File: config.mk
export PLATFORM = sky130hd
export DESIGN_NAME = pwm_dual_timer
export DESIGN_NICKNAME = d
export VERILOG_FILES = /design/src/rtl/pwm_timer_pkg.sv /design/src/rtl/pwm_prescaler.sv /design/src/rtl/pwm_run_ctrl.sv /design/src/rtl/pwm_out_unit.sv /design/src/rtl/pwm_dual_timer.sv
export SDC_FILE = /design/constraint.sdc
export NUM_CORES = 1
export LEC_CHECK = 0
export ABC_AREA = 0
export BUFFER_PORTS_ARGS = -buffer_cell sky130_fd_sc_hd__buf_2
export CORE_MARGIN = 2
export CORE_UTILIZATION = 62
export CTS_CLUSTER_SIZE = 30
export DETAILED_ROUTE_END_ITERATION = 10
export PLACE_DENSITY = 0.81
export SKIP_CTS_REPAIR_TIMING = 1
export SLEW_MARGIN = 20
export SYNTH_ARGS = -nofsm -noshare
export SYNTH_HDL_FRONTEND = slang
export SYNTH_SLANG_ARGS = --single-unit
File: constraint.sdc
create_clock -name clk -period 3.6 [get_ports clk]
set_clock_uncertainty 0.2 [all_clocks]
set_input_delay 0.72 -clock clk [delete_from_list [all_inputs] [get_ports clk]]
set_output_delay 0.72 -clock clk [all_outputs]
set_load 0.01 [all_outputs]
File: src/rtl/pwm_timer_pkg.sv
package pwm_timer_pkg;

    typedef enum logic {
        ST_STOP = 1'b0,
        ST_RUN  = 1'b1
    } run_state_t;

    localparam int ADDR_W = 3;

    localparam logic [ADDR_W-1:0] RG_CTRL = 3'd0;
    localparam logic [ADDR_W-1:0] RG_RUN  = 3'd1;
    localparam logic [ADDR_W-1:0] RG_DRV  = 3'd2;
    localparam logic [ADDR_W-1:0] RG_CA   = 3'd3;
    localparam logic [ADDR_W-1:0] RG_CB   = 3'd4;
    localparam logic [ADDR_W-1:0] RG_CC   = 3'd5;
    localparam logic [ADDR_W-1:0] RG_CD   = 3'd6;

endpackage

File: src/rtl/pwm_prescaler.sv
module pwm_prescaler #(
    parameter int PSC_W = 2
) (
    input  logic             clk,
    input  logic             rst_n,
    input  logic             running,
    input  logic [PSC_W-1:0] code,
    output logic             tick
);
    localparam int PRE_W = 2 * ((1 << PSC_W) - 1);

    logic [PRE_W-1:0] pre_q;
    logic [PRE_W-1:0] limit;

    always_comb begin
        limit = (PRE_W'(1) << {code, 1'b0}) - PRE_W'(1);
        tick  = running && (pre_q == limit);
    end

    always_ff @(posedge clk or negedge rst_n) begin
        if (!rst_n) begin
            pre_q <= '0;
        end else if (!running || tick) begin
            pre_q <= '0;
        end else begin
            pre_q <= pre_q + PRE_W'(1);
        end
    end
endmodule

File: src/rtl/pwm_run_ctrl.sv
module pwm_run_ctrl
    import pwm_timer_pkg::*;
#(
    parameter int CNT_W = 16
) (
    input  logic             clk,
    input  logic             rst_n,
    input  logic             run_req,
    input  logic             tick,
    input  logic [CNT_W-1:0] clr_val,
    output logic             running,
    output logic [CNT_W-1:0] cnt
);
    run_state_t state_q, state_d;
    logic [CNT_W-1:0] cnt_q;

    always_comb begin
        state_d = state_q;
        unique case (state_q)
            ST_STOP: if (run_req)  state_d = ST_RUN;
            ST_RUN:  if (!run_req) state_d = ST_STOP;
            default: state_d = ST_STOP;
        endcase
    end

    always_ff @(posedge clk or negedge rst_n) begin
        if (!rst_n) begin
            state_q <= ST_STOP;
        end else begin
            state_q <= state_d;
        end
    end

    always_ff @(posedge clk or negedge rst_n) begin
        if (!rst_n) begin
            cnt_q <= '0;
        end else begin
            unique case (state_q)
                ST_STOP: cnt_q <= '0;
                ST_RUN: begin
                    if (tick) begin
                        cnt_q <= (cnt_q == clr_val) ? '0 : cnt_q + CNT_W'(1);
                    end
                end
                default: cnt_q <= '0;
            endcase
        end
    end

    always_comb begin
        running = (state_q == ST_RUN);
        cnt     = cnt_q;
    end
endmodule

File: src/rtl/pwm_out_unit.sv
module pwm_out_unit #(
    parameter int CNT_W = 16
) (
    input  logic             running,
    input  logic             drive_en,
    input  logic [CNT_W-1:0] cnt,
    input  logic [CNT_W-1:0] period,
    input  logic [CNT_W-1:0] duty,
    output logic             lvl,
    output logic             oe
);
    logic level;

    always_comb begin
        if (duty >= period) begin
            level = 1'b1;
        end else begin
            level = (cnt < duty);
        end
        oe  = running && drive_en;
        lvl = oe && level;
    end
endmodule

File: src/rtl/pwm_dual_timer.sv
module pwm_dual_timer
    import pwm_timer_pkg::*;
#(
    parameter int CNT_W = 16,
    parameter int PSC_W = 2,
    parameter int N_OUT = 2
) (
    input  logic              clk,
    input  logic              rst_n,
    input  logic              wr_en,
    input  logic [ADDR_W-1:0] addr,
    input  logic [CNT_W-1:0]  wdata,
    output logic [CNT_W-1:0]  rdata,
    output logic [N_OUT-1:0]  pwm_out,
    output logic [N_OUT-1:0]  pwm_oe
);
    localparam int CTRL_W = PSC_W + 1;
    localparam int N_CMP  = 2 * N_OUT;

    logic [CTRL_W-1:0] ctrl_q;
    logic              run_q;
    logic [N_OUT-1:0]  drv_q;
    logic [CNT_W-1:0]  cmp_q [N_CMP];

    logic              running;
    logic              tick;
    logic [CNT_W-1:0]  cnt;
    logic [CNT_W-1:0]  clr_val;
    logic [PSC_W-1:0]  psc_code;
    logic              clr_sel;

    always_comb begin
        psc_code = ctrl_q[PSC_W-1:0];
        clr_sel  = ctrl_q[PSC_W];
        clr_val  = clr_sel ? cmp_q[2] : cmp_q[0];
    end

    always_ff @(posedge clk or negedge rst_n) begin
        if (!rst_n) begin
            ctrl_q <= '0;
            run_q  <= 1'b0;
            drv_q  <= '0;
            for (int i = 0; i < N_CMP; i++) cmp_q[i] <= '0;
        end else if (wr_en) begin
            unique case (addr)
                RG_CTRL: if (!run_q) ctrl_q <= wdata[CTRL_W-1:0];
                RG_RUN:  run_q <= wdata[0];
                RG_DRV:  drv_q <= wdata[N_OUT-1:0];
                RG_CA:   cmp_q[0] <= wdata;
                RG_CB:   cmp_q[1] <= wdata;
                RG_CC:   cmp_q[2] <= wdata;
                RG_CD:   cmp_q[3] <= wdata;
                default: ;
            endcase
        end
    end

    always_comb begin
        rdata = '0;
        unique case (addr)
            RG_CTRL: rdata = CNT_W'(ctrl_q);
            RG_RUN:  rdata = CNT_W'(run_q);
            RG_DRV:  rdata = CNT_W'(drv_q);
            RG_CA:   rdata = cmp_q[0];
            RG_CB:   rdata = cmp_q[1];
            RG_CC:   rdata = cmp_q[2];
            RG_CD:   rdata = cmp_q[3];
            default: rdata = '0;
        endcase
    end

    pwm_prescaler #(.PSC_W(PSC_W)) u_psc (
        .clk     (clk),
        .rst_n   (rst_n),
        .running (running),
        .code    (psc_code),
        .tick    (tick)
    );

    pwm_run_ctrl #(.CNT_W(CNT_W)) u_ctrl (
        .clk     (clk),
        .rst_n   (rst_n),
        .run_req (run_q),
        .tick    (tick),
        .clr_val (clr_val),
        .running (running),
        .cnt     (cnt)
    );

    for (genvar g = 0; g < N_OUT; g++) begin : g_out
        pwm_out_unit #(.CNT_W(CNT_W)) u_out (
            .running  (running),
            .drive_en (drv_q[g]),
            .cnt      (cnt),
            .period   (cmp_q[2*g]),
            .duty     (cmp_q[2*g+1]),
            .lvl      (pwm_out[g]),
            .oe       (pwm_oe[g])
        );
    end
endmodule

==> reports/summary.txt <==
CTS Root Cell -> clkbuf_8
ys async rst share -> 100%
Avg Vias per Cell -> 6.12
Final Cycle Share -> 92.7%
worst hold path class -> in2async
DRC Markers -> 0
H-tree levels -> 3
core area -> 0.0101 mm²
Clock Path Buffers -> 2
fmax -> 300 MHz
RSZ-0062 raised after global routing -> false
grt ovf -> 0
Min Clock Period, post-route -> 3.34 ns
critical path peak fanout -> 4
Cell variety after synth -> 52
number of enable flip-flop cells after synthesis -> 0
Worst-Margin Slew -> 0.891 ns
# fillers -> 732
die span in y -> 105 µm
cell area power density -> 488 mW/mm²
chip width -> 105 µm
Synth Register Bits -> 93
dpl ws -> 0.695 ns
pin count of the biggest net entering global routing -> 45
FF-to-FF setup slack -> 0.63 ns
fin. max-slew vios -> 0
r2r startpoint -> ctrl_q[1]
Die ar. -> 0.0111 mm²
initial antenna violation count -> 0
Worst Path Arrival -> 2.42 ns
status -> finished clean
final worst slack -> 0.262 ns
# nets final -> 788
Leak Pwr -> 3.34 nW
main flop type after synthesis -> dfrtp_1
final wirelength -> 15800 µm
via count -> 5150
DP Wirelength -> 11600 µm
syn_nets -> 750
met2 wire length -> 7530 µm
ANT nets after route -> 0
headroom to the max-slew limit -> 40.0%
top layer reached by signal wires -> met4
first-pass GRT wire length -> 25800 µm
CTS tree -> built
I/O Buffers -> 41
VDD IR-drop max -> 0.275 mV
Crit path required time -> 2.68 ns
synth warn -> 0
Area Growth Syn to Fin -> 8.41%
max cap viols -> 0
Mapped Cells -> 663
crit start category -> flop
M1 WL -> 6680 µm
I/O pin total -> 42
final-report setup violation count -> 0
setup TNS -> 0 ns
worst reg2reg path endpoint -> u_ctrl.cnt[7]
total track usage -> 29.6%
vias in the first global route -> 5239
ANT cells -> 0
Worst setup EP type -> output pin
synthesized cell area -> 0.00638 mm²
R2R cell count -> 8
Initial DRC Count -> 381
per-cell routed wire length -> 18.7 µm
CTS buffer count -> 9
Skew-Pair Late Insertion Delay -> 0.36 ns
layout cells sized above 1 -> 19.3%
clock-pin slew on the worst setup and hold paths -> 0.09 ns
TritonRoute pass-1 iters -> 5
Avg Synthesized Cell Area -> 9.63 µm²
Initial Utilization -> 63.0%
Setup CP Type -> reg2out
Final GP Congestion -> 0.938
met3 wire length -> 979 µm
Cell Rows -> 37
sequential area share after synthesis -> 36.4%
CTS sink cnt -> 93
final hold viol count -> 0
==> synth_stat cells, types with 3 or more instances <==
master / n / area [µm²]
o311a_1: 3 / 30.0
buf_1: 4 / 15.0
xnor2_1: 27 / 236
nand4_1: 15 / 93.8
mux2i_1: 32 / 320
nor2_1: 32 / 120
a21oi_1: 21 / 105
inv_1: 67 / 251
nor4_1: 9 / 56.3
nand2b_1: 7 / 43.8
xor2_1: 5 / 43.8
nor3_1: 8 / 40.0
a22o_1: 14 / 123
o21ai_0: 41 / 205
a211oi_1: 10 / 75.1
clkbuf_1: 16 / 60.1
nand3_1: 9 / 45.0
ha_1: 65 / 813
a22oi_1: 3 / 22.5
buf_4: 4 / 30.0
nand2_1: 58 / 218
o21ai_1: 6 / 30.0
mux2_2: 55 / 619
buf_2: 4 / 20.0
a21o_1: 8 / 60.1
nor2b_1: 11 / 68.8
dfrtp_1: 93 / 2330
==> how the worst max path moves through the flow <==
| stage | startpoint | to | slack, ns | depth (start not counted) |
|---|---|---|---|---|
| after global routing | cmp_q[57] | pwm_out[0] | 0.16 | 9 |
| final | cmp_q[57] | pwm_out[0] | 0.26 | 9 |
| after detailed placement | addr[0] | rdata[1] | 0.70 | 5 |
| after floorplan | addr[1] | rdata[1] | 0.63 | 5 |
| after global placement | addr[0] | rdata[1] | 0.72 | 5 |
| after CTS | cmp_q[57] | pwm_out[0] | 0.31 | 9 |
==> cell families (layout without fill, tap and decap cells) <==
kind of cell             after synthesis  after routing  share of synthesized area (%)
XOR/XNOR                              32             32                           4.39
buffers and inverters                 96            139                           6.07
multiplexers                          87             87                           14.7
AO/OA/AOI/OAI                        121            121                           12.3
flip-flops                            93             93                           36.4
AND/OR/NAND/NOR                      169            169                           13.3
adder cells (fa/ha/maj)               65             65                           12.7
==> metrics by stage <==
stage / util (%) / hold WS [ns] / instance area [µm²] / cells / power (mW)
finish: 68.3 / 0.150 / 6920 / 842 / 3.38
global placement: 66.5 / 0.216 / 6740 / 826 / 2.66
CTS: 68.3 / 0.160 / 6920 / 842 / 3.37
floorplan: - / 0.191 / 6380 / 663 / 2.34
global route: 68.3 / 0.186 / 6920 / 842 / 3.61
detailed placement: 66.5 / 0.224 / 6740 / 826 / 2.72
==> worst max-delay path, stage by stage, from the launching register on <==
cell and delay [ns]:
dfrtp_1 0.43, inv_1 0.06, ha_1 0.29, a21oi_1 0.16, nor2_1 0.07, a211oi_1 0.36
o21ai_0 0.13, a211oi_1 0.23, o22ai_1 0.16, buf_2 0.16
==> layout by cell type (no fill, tap or decap), types with 10 or more instances in the layout <==
cell type,synthesis,final
dfrtp_1,93,93
inv_1,67,67
ha_1,65,65
nand2_1,58,58
mux2_2,55,55
o21ai_0,41,41
buf_2,4,40
nor2_1,32,32
mux2i_1,32,32
xnor2_1,27,27
a21oi_1,21,21
buf_4,4,16
nand4_1,15,15
a22o_1,14,14
nor2b_1,11,11
clkbuf_8,0,11
a211oi_1,10,10
==> state kept, by name, indices dropped and copies added, names as in the netlist <==
signal / cells
cmp_q: 64
u_ctrl.cnt: 16
u_psc.pre_q: 6
ctrl_q: 3
drv_q: 2
run_q: 1
u_ctrl.running: 1
==> per-layer routing <==
layer | GRT usage [%] | vias up
met4 | 14.4 | 0
met2 | 48.4 | 186
met5 | 0 | -
li1 | - | 2411
met3 | 4.95 | 50
met1 | 38.1 | 2503
==> power by group <==
| group | internal, mW | switching (mW) |
|---|---|---|
| Sequential | 1.23 | 0.228 |
| Clock | 0.286 | 0.367 |
| Combinational | 0.580 | 0.683 |
==> layout make-up <==
class	instances	area, µm²	share of cell area [%]
Multi-Input combinational cell	474	3670	53.1
Clock buffer	12	155	2.24
Tap cell	136	170	2.46
Clock inverter	4	22.5	0.325
Timing Repair Buffer	56	320	4.63
Sequential cell	93	2330	33.6
Inverter	67	251	3.63
Note: power is estimated with default switching activity, not from simulation.
